--- config.mk ---
export PLATFORM = sky130hd
export DESIGN_NAME = ipt_search_unit
export DESIGN_NICKNAME = d
export VERILOG_FILES = /design/src/rtl/ipt_pkg.sv /design/src/rtl/ipt_frame_table.sv /design/src/rtl/ipt_scan_ctrl.sv /design/src/rtl/ipt_search_unit.sv
export SDC_FILE = /design/constraint.sdc
export NUM_CORES = 1
export LEC_CHECK = 0
export ABC_AREA = 1
export ABC_CLOCK_PERIOD_IN_PS = 2250
export BUFFER_PORTS_ARGS = -buffer_cell sky130_fd_sc_hd__buf_2
export CORE_ASPECT_RATIO = 1.1
export CORE_MARGIN = 4
export CORE_UTILIZATION = 55
export DETAILED_ROUTE_END_ITERATION = 6
export PLACE_DENSITY = 0.82
export SLEW_MARGIN = 10
export SYNTH_ARGS = -nofsm -noshare
export SYNTH_HDL_FRONTEND = slang
export SYNTH_SLANG_ARGS = --single-unit
--- constraint.sdc ---
create_clock -name clk -period 2.25 [get_ports clk]
set_clock_uncertainty 0.1 [all_clocks]
set_input_delay 0.45 -clock clk [delete_from_list [all_inputs] [get_ports clk]]
set_output_delay 0.45 -clock clk [all_outputs]
set_load 0.02 [all_outputs]
--- src/rtl/ipt_pkg.sv ---
`timescale 1ns/1ps
package ipt_pkg;
    typedef enum logic [1:0] {
        ST_IDLE = 2'd0,
        ST_SCAN = 2'd1,
        ST_DONE = 2'd2
    } scan_state_t;
endpackage

--- src/rtl/ipt_frame_table.sv ---
`timescale 1ns/1ps
module ipt_frame_table #(
    parameter int FRAMES  = 16,
    parameter int PID_W   = 8,
    parameter int PAGE_W  = 10,
    parameter int FRAME_W = 4
) (
    input  logic               clk,
    input  logic               rst_n,
    input  logic               wr_en,
    input  logic               wr_allow,
    input  logic [FRAME_W-1:0] wr_frame,
    input  logic [PID_W-1:0]   wr_pid,
    input  logic [PAGE_W-1:0]  wr_page,
    input  logic               wr_valid,
    input  logic [FRAME_W-1:0] rd_idx,
    output logic               rd_valid,
    output logic [PID_W-1:0]   rd_pid,
    output logic [PAGE_W-1:0]  rd_page
);
    logic [FRAMES-1:0]        valid_v;
    logic [FRAMES*PID_W-1:0]  pid_v;
    logic [FRAMES*PAGE_W-1:0] page_v;

    // One owner record per physical frame
    for (genvar g = 0; g < FRAMES; g++) begin : g_entry
        logic              sel;
        logic              ent_valid;
        logic [PID_W-1:0]  ent_pid;
        logic [PAGE_W-1:0] ent_page;

        assign sel = wr_en && wr_allow && (wr_frame == FRAME_W'(g));

        always_ff @(posedge clk) begin
            if (!rst_n) begin
                ent_valid <= 1'b0;
                ent_pid   <= '0;
                ent_page  <= '0;
            end else if (sel) begin
                ent_valid <= wr_valid;
                ent_pid   <= wr_pid;
                ent_page  <= wr_page;
            end
        end

        assign valid_v[g]                    = ent_valid;
        assign pid_v[g*PID_W +: PID_W]       = ent_pid;
        assign page_v[g*PAGE_W +: PAGE_W]    = ent_page;
    end

    // Single read port for the scanning controller
    assign rd_valid = valid_v[rd_idx];
    assign rd_pid   = pid_v[rd_idx*PID_W +: PID_W];
    assign rd_page  = page_v[rd_idx*PAGE_W +: PAGE_W];

    AST_BLOCKED_WRITE_KEEPS_TABLE: assert property (@(posedge clk) disable iff (!rst_n)
        (wr_en && !wr_allow) |=> ($stable(valid_v) && $stable(pid_v) && $stable(page_v)));
endmodule

--- src/rtl/ipt_scan_ctrl.sv ---
`timescale 1ns/1ps
module ipt_scan_ctrl
    import ipt_pkg::*;
#(
    parameter int FRAMES  = 16,
    parameter int PID_W   = 8,
    parameter int PAGE_W  = 10,
    parameter int OFF_W   = 12,
    parameter int FRAME_W = 4
) (
    input  logic                     clk,
    input  logic                     rst_n,
    input  logic                     lk_valid,
    input  logic [PID_W-1:0]         lk_pid,
    input  logic [PAGE_W-1:0]        lk_page,
    input  logic [OFF_W-1:0]         lk_off,
    output logic                     lk_ready,
    output logic                     res_valid,
    output logic                     res_hit,
    output logic [FRAME_W+OFF_W-1:0] res_paddr,
    output logic [FRAME_W-1:0]       rd_idx,
    input  logic                     rd_valid,
    input  logic [PID_W-1:0]         rd_pid,
    input  logic [PAGE_W-1:0]        rd_page
);
    localparam logic [FRAME_W-1:0] LAST_IDX = FRAME_W'(FRAMES - 1);

    scan_state_t       state_q, state_d;
    logic [FRAME_W-1:0] idx_q;
    logic [FRAME_W-1:0] frame_q;
    logic               hit_q;
    logic [PID_W-1:0]   req_pid;
    logic [PAGE_W-1:0]  req_page;
    logic [OFF_W-1:0]   req_off;
    logic               scan_match;
    logic               at_last;

    assign scan_match = (state_q == ST_SCAN) && rd_valid &&
                        (rd_pid == req_pid) && (rd_page == req_page);
    assign at_last    = (idx_q == LAST_IDX);
    assign rd_idx     = idx_q;

    // State register
    always_ff @(posedge clk) begin
        if (!rst_n) state_q <= ST_IDLE;
        else        state_q <= state_d;
    end

    // Next state: start, step, found, exhausted, release
    always_comb begin
        state_d = state_q;
        unique case (state_q)
            ST_IDLE: if (lk_valid) state_d = ST_SCAN;
            ST_SCAN: if (scan_match || at_last) state_d = ST_DONE;
            ST_DONE: state_d = ST_IDLE;
            default: state_d = ST_IDLE;
        endcase
    end

    // Request capture and scan index
    always_ff @(posedge clk) begin
        if (!rst_n) begin
            idx_q    <= '0;
            frame_q  <= '0;
            hit_q    <= 1'b0;
            req_pid  <= '0;
            req_page <= '0;
            req_off  <= '0;
        end else begin
            unique case (state_q)
                ST_IDLE: begin
                    if (lk_valid) begin
                        req_pid  <= lk_pid;
                        req_page <= lk_page;
                        req_off  <= lk_off;
                        idx_q    <= '0;
                        hit_q    <= 1'b0;
                    end
                end
                ST_SCAN: begin
                    if (scan_match) begin
                        hit_q   <= 1'b1;
                        frame_q <= idx_q;
                    end else if (!at_last) begin
                        idx_q <= idx_q + 1'b1;
                    end
                end
                default: ;
            endcase
        end
    end

    // Outputs
    always_comb begin
        lk_ready  = (state_q == ST_IDLE);
        res_valid = (state_q == ST_DONE);
        res_hit   = res_valid && hit_q;
        res_paddr = res_hit ? {frame_q, req_off} : '0;
    end

    AST_ACCEPT_GOES_BUSY: assert property (@(posedge clk) disable iff (!rst_n)
        (lk_valid && lk_ready) |=> !lk_ready);
    AST_RESULT_ONE_CYCLE: assert property (@(posedge clk) disable iff (!rst_n)
        res_valid |=> (!res_valid && lk_ready));
    AST_HIT_FROM_MATCH: assert property (@(posedge clk) disable iff (!rst_n)
        (res_valid && res_hit) |-> $past(scan_match));
    AST_MISS_AFTER_LAST: assert property (@(posedge clk) disable iff (!rst_n)
        (res_valid && !res_hit) |-> ($past(idx_q) == LAST_IDX));
    AST_SCAN_IN_RANGE: assert property (@(posedge clk) disable iff (!rst_n)
        (state_q == ST_SCAN) |-> (idx_q <= LAST_IDX));
endmodule

--- src/rtl/ipt_search_unit.sv ---
`timescale 1ns/1ps
module ipt_search_unit #(
    parameter int FRAMES  = 16,
    parameter int PID_W   = 8,
    parameter int PAGE_W  = 10,
    parameter int OFF_W   = 12,
    parameter int FRAME_W = (FRAMES > 1) ? $clog2(FRAMES) : 1
) (
    input  logic                     clk,
    input  logic                     rst_n,
    input  logic                     lk_valid,
    input  logic [PID_W-1:0]         lk_pid,
    input  logic [PAGE_W-1:0]        lk_page,
    input  logic [OFF_W-1:0]         lk_off,
    output logic                     lk_ready,
    output logic                     res_valid,
    output logic                     res_hit,
    output logic [FRAME_W+OFF_W-1:0] res_paddr,
    input  logic                     wr_en,
    input  logic [FRAME_W-1:0]       wr_frame,
    input  logic [PID_W-1:0]         wr_pid,
    input  logic [PAGE_W-1:0]        wr_page,
    input  logic                     wr_valid
);
    logic [FRAME_W-1:0] rd_idx;
    logic               rd_valid;
    logic [PID_W-1:0]   rd_pid;
    logic [PAGE_W-1:0]  rd_page;

    ipt_frame_table #(
        .FRAMES(FRAMES), .PID_W(PID_W), .PAGE_W(PAGE_W), .FRAME_W(FRAME_W)
    ) u_table (
        .clk      (clk),
        .rst_n    (rst_n),
        .wr_en    (wr_en),
        .wr_allow (lk_ready),
        .wr_frame (wr_frame),
        .wr_pid   (wr_pid),
        .wr_page  (wr_page),
        .wr_valid (wr_valid),
        .rd_idx   (rd_idx),
        .rd_valid (rd_valid),
        .rd_pid   (rd_pid),
        .rd_page  (rd_page)
    );

    ipt_scan_ctrl #(
        .FRAMES(FRAMES), .PID_W(PID_W), .PAGE_W(PAGE_W), .OFF_W(OFF_W), .FRAME_W(FRAME_W)
    ) u_ctrl (
        .clk       (clk),
        .rst_n     (rst_n),
        .lk_valid  (lk_valid),
        .lk_pid    (lk_pid),
        .lk_page   (lk_page),
        .lk_off    (lk_off),
        .lk_ready  (lk_ready),
        .res_valid (res_valid),
        .res_hit   (res_hit),
        .res_paddr (res_paddr),
        .rd_idx    (rd_idx),
        .rd_valid  (rd_valid),
        .rd_pid    (rd_pid),
        .rd_page   (rd_page)
    );

    AST_WRITE_INDEX_RANGE: assert property (@(posedge clk) disable iff (!rst_n)
        wr_en |-> (int'(wr_frame) < FRAMES));
endmodule

## Yosys cells after proc, flatten, opt, wreduce, memory -nomap -nowiden

Cells that the tools add are included.

- Bits in registers: 345
- Input bits: 57
- Output and inout port bits: 19
- Logic and storage cells: 128

- $add $sub $neg: 1
- $mul: 1
- Order comparisons: 1
- Equality and inequality tests: 25
- Shift operators: 2
- Muxes and demuxes: 13
- Reduce and logical (&&, ||, !) cells: 30

Operators by type and width:

| kind | number |
|---|---|
| $shiftx 160x9->10 | 1 |
| $shiftx 128x8->8 | 1 |
| $eq 4x4->1 const B | 9 |
| $logic_and 1x1->1 | 21 |
| $eq 4x3->1 const B | 4 |
| $mux 16 | 1 |
| $mux 4 | 3 |
| $eq 10x10->1 | 1 |
| $eq 4x2->1 const B | 2 |
| $eq 8x8->1 | 1 |
| $ne 2x2->1 const B | 4 |
| $pmux 4 s2 | 1 |
| $mul 4x3->7 const B | 1 |
| $reduce_and 2->1 | 3 |
| $lt 4x5->1 const B | 1 |
| $add 4x1->4 const B | 1 |
| $bmux 1 s4 | 1 |
| $eq 4x1->1 const B | 1 |
| $logic_not 4->1 | 1 |
| $mux 2 | 2 |
| $pmux 2 s2 | 1 |
| $reduce_and 4->1 | 1 |
| $mux 1 | 3 |
| $reduce_and 3->1 | 1 |
| other kinds (7) | 7 |

## Longest topological paths before layout

- Depth in word-level cells: 8
- Depth in mapped cells: 19
- Depth with buffers taken out: 15

## Cells and area by module

Synthesis repeated with hierarchy kept, for this count alone.

- Cell total of the unflattened synthesis: 2404
- Area total of the unflattened synthesis: 16015.4 um^2

Modules (own cells, without submodules):

| module | times used | cells an instance | area each (um^2) | seq. area each (um^2) |
|---|---|---|---|---|
| ipt_frame_table | 1 | 2103 | 14044.7 | 6085.8 |
| ipt_scan_ctrl | 1 | 301 | 1970.6 | 820.8 |

## Worst setup path before layout

OpenSTA, ideal clock, no wires.

- Kind: register to register
- From: register u_ctrl.state_q[0]
- To: register u_table.g_entry[2].ent_page[0]
- Setup time: 70 ps
- Arrival: 1968 ps
- Setup slack: 112 ps
- Stages on the path, launching flop included: 12
- Path buffers: 2
- Clock period less this slack: 2138 ps
- Cell sequence: dfxtp_1 nor2_1 nand2_1 inv_1 nand2_1 nor2_1 inv_1 nor2_1 inv_1 clkbuf_1 clkbuf_1 a21oi_1

- Word-level cells in the longest chain between the ends: 3

RTL lines:

| what | RTL line | RTL |
|---|---|---|
| start, declared | ipt_scan_ctrl.sv:28 | `scan_state_t state_q, state_d;` |
| start signal, assigned | ipt_scan_ctrl.sv:46 | `else state_q <= state_d;` |
| $logic_not 2->1 | ipt_scan_ctrl.sv:95 | `lk_ready = (state_q == ST_IDLE);` |
| via lk_ready | ipt_search_unit.sv:15 | `output logic lk_ready,` |
| $logic_and 1x1->1 (2 in series) | ipt_frame_table.sv:32 | `assign sel = wr_en && wr_allow && (wr_frame == FRAME_W'(g));` |
| end signal, assigned | ipt_frame_table.sv:42 | `ent_page <= wr_page;` |
| end, declared | ipt_frame_table.sv:30 | `logic [PAGE_W-1:0] ent_page;` |

The timed path passes the listed nets, and every way through them passes these cells.
A chain may end at the register's enable or synchronous reset.

## Worst setup path after layout

- From: register u_ctrl.idx_q[0] (netlist: u_ctrl.rd_idx[0])
- To: register u_ctrl.idx_q[1] (netlist: u_ctrl.rd_idx[1])

- Word-level cells in the longest chain between the ends: 7

RTL lines:

| what | RTL line | RTL |
|---|---|---|
| start, declared | ipt_scan_ctrl.sv:29 | `logic [FRAME_W-1:0] idx_q;` |
| start signal, assigned | ipt_scan_ctrl.sv:85 | `idx_q <= idx_q + 1'b1;` |
| parallel branches: the longest is 7 deep, another holds $mul 4x3->7 | -- |  |

Parallel ways; which one is timed is not known. The select of a mux whose other input is x is not followed.

==> results by group <==
Status
  – Status: finished with violations
  – Failing checks: negative setup slack

Placed design
  – Post-DP HPWL: 30700 µm
  – IO buf count: 75
  – Setup WS pre-CTS: -235 ps
  – Routability cong.: about 0.95

Global routing
  – Grt ovf: 0
  – Initial antenna violation count: 0
  – All-layer global routing usage: 0.309
  – First-pass GRT wire length: ~79000 µm
  – Vias in the first global route: between 15000 and 20000
  – Largest net degree at the start of global routing: slightly above 90

Die
  – Die W: roughly 170 µm
  – Core Box Area: 28000 µm²
  – Starting density of the core: 0.561
  – Ports: 76
  – Total die area: about 31000 µm²
  – Die Y: 185 µm
  – # rows: 64

Layout
  – Most common cell after layout, fill and taps aside: o21ai_0
  – Final net count: ~2400
  – Layout cells sized above 1: 0.137
  – Most frequent cells in the layout: o21ai_0, dfxtp_1, nand2_1
  – P&R area growth vs syn: 18.3%
  – Fillers: between 2000 and 2500

Setup path
  – Crit-path leading delay family: simple AND/OR/NAND/NOR gates
  – Slowest cell on crit path: dfxtp_4
  – Crit-path max FO: 11
  – Crit. End Element: flop
  – CP cell instances: buf_12, buf_12, buf_8, o211ai_1, nand3_1, nand3_2, nand2_1, nand2_2, nand2_1, nor2_1, nand2_2, nor2_4, nand3_4, nand2_2, nand2_2, a21oi_2
  – CP bufs+invs: 3
  – Startpoint types: flop
  – CP required: ~2600 ps
  – Kind of critical path: flop to flop
  – Critical Path Max Stage Delay: 350 ps
  – Most used cell, CP: nand2_2
  – Critical path arrival: 2820 ps

CTS
  – CTS max path bufs: 3
  – Clk_lat worst skew: about 530 ps
  – CTS tree: done
  – Clock transition at the registers of the reported paths: roughly 60 ps
  – CTS H-Tree Depth: 2
  – CTS sink cnt: ~350
  – Clock buffer count from CTS: 36
  – # hold bufs at CTS: 0
  – Root Buffer: clkbuf_16

Synth
  – Warning count from the yosys run: 0
  – Register area share after synthesis: 0.440
  – Netlist Area Pre-Place: between 15000 and 20000 µm²
  – Count of cell types in the netlist: 27
  – Syn Area/Cell: around 6.9 µm²
  – Syn Nets: approximately 2300
  – Seq cells post-synth: approximately 350
  – Post-Synthesis Cells: roughly 2300

Timing
  – RSZ-0062 raised after global routing: yes
  – Crit share post-route: 1.09
  – Final Max Tran Viols: 0
  – Hold Vio Cnt, Final: 0
  – Fmax: 407 MHz
  – Setup ws final: -207 ps
  – Min Tclk post-route: between 2000 and 2500 ps
  – Max transition margin: 0.595
  – Tightest Pin Transition: between 600 and 700 ps
  – Final setup fails: 11
  – WHS: between 100 and 150 ps

Detailed routing
  – Initial DRT Pass Iterations: 7
  – WL/cell: roughly 19 µm
  – Vias: approximately 16000
  – Initial DRC Count: around 2400
  – Post-route ant nets: 0
  – DRC viols: 0
  – Via density: a little under 6
  – Routed WL: between 50000 and 60000 µm

Min path
  – Worst hold path class: input pin to flop

Pwr
  – Pwr/cell area: 802 nW/µm²
  – Worst VDD drop: 0.651 mV
  – Leakage: 0.00765 µW

Run
  – Max-Cap Viols: 0
path summary, 6_finish.rpt:
check	from	to	slack (ps)	cells past startpoint
max	u_ctrl.rd_idx[0]$_SDFFE_PN0P_	u_ctrl.rd_idx[1]$_SDFFE_PN0P_	-210	16
max reg2reg	u_ctrl.rd_idx[0]$_SDFFE_PN0P_	u_ctrl.rd_idx[1]$_SDFFE_PN0P_	-210	16
min	lk_off[7]	u_ctrl.req_off[7]$_SDFFE_PN0P_	110	3
min reg2reg	u_table.g_entry[2].ent_page[9]$_SDFFE_PN0P_	u_table.g_entry[2].ent_page[9]$_SDFFE_PN0P_	350	2
cells in the mapped netlist:
master      n  share of area
clkinv_1    5         0.0012
nand3b_1    1        0.00048
ha_1        1        0.00080
inv_1     278          0.066
dfxtp_1   345           0.44
buf_1       4        0.00096
nor2_1    252          0.060
nand4_1     1        0.00040
a21oi_1   263          0.084
nor3b_1     1        0.00048
nor3_1      1        0.00032
nand2_1   313          0.075
o21ai_0   359           0.11
xor2_1      1        0.00056
clkbuf_1  123          0.029
or2_2       3         0.0012
a31oi_1     4         0.0016
inv_2       2        0.00048
nand3_1   218          0.069
nand3_2     1        0.00064
nor2_2      1        0.00040
buf_6      21          0.015
buf_2      23         0.0073
o21ai_1    11         0.0035
buf_4       6         0.0029
nor2_4      2         0.0014
o211ai_1   47          0.022
power by group:
group	switching (µW)	internal (µW)
clock	2440	3570
sequential	73.3	6280
combinational	1610	934
total	4130	10800
tightest hold or removal path: stages:
cell	delay, ps
buf_2	70
o21ai_0	70
a21oi_1	110
kinds of logic (layout without fill, tap and decap cells):
kind of cell               after synthesis  after routing  share of synthesized area
adders and majority gates                1              1                   0.000796
AOI/OAI and AO/OA                      684            684                      0.226
other                                    0              2                          0
and+or+nand+nor                        794            795                      0.210
xor gates and xnor gates                 1              1                   0.000558
DFF                                    345            345                      0.440
buffers and inverters                  462            535                      0.124
per-layer routing:
metal  vias to the layer above  global-route usage  share of wire
li1                       7543                   -              -
met1                      7427               0.394           0.37
met2                      1046               0.498           0.46
met3                       253              0.0499           0.11
met4                         0               0.175          0.062
met5                         -                   0              0
stage by stage:
stage                     area (µm²)   util  TNS (ps)  total power, µW  cells
after CTS                      18200  0.651      -980            14700   2718
final                          18600  0.663     -1900            14900   2726
after global placement         16800  0.598     -1670             8530   2650
after detailed placement       16800  0.598     -2020             8580   2650
after floorplan                15700      -         0             7890   2287
after global routing           18600  0.663     -3130            15400   2724
registers in the layout, summed over array words and instances (netlist names):
signal and count:
u_ctrl.req_off 12, u_ctrl.frame_q 4, u_table.g_entry.ent_pid 128, u_table.g_entry.ent_page 160, u_ctrl.rd_idx 4, u_ctrl.state_q 2
u_ctrl.hit_q 1, u_ctrl.req_pid 8, u_ctrl.req_page 10, u_table.g_entry.ent_valid 16
area by class of cell:
cell class                 instances  area (µm²)  area share
clock buffer                      55        1090      0.0588
inverter                         285        1080      0.0582
antenna                            2        5.00    0.000269
timing repair buffer             189        1770      0.0950
tap                              363         454      0.0244
multi-input combinational       1481        7180       0.386
sequential                       345        6920       0.372
clock inverter                     6        87.6     0.00471
repair_timing:
action | 4_1_cts | 5_1_grt
resized for setup | 45 | 55
pin swaps | 20 | 23
endpoints found under the hold margin | 0 | 0
setup buffers | 3 | 0
gates cloned | 4 | 6
setup endpoints to repair | 28 | 37
Note: power is estimated with default switching activity, not from simulation.
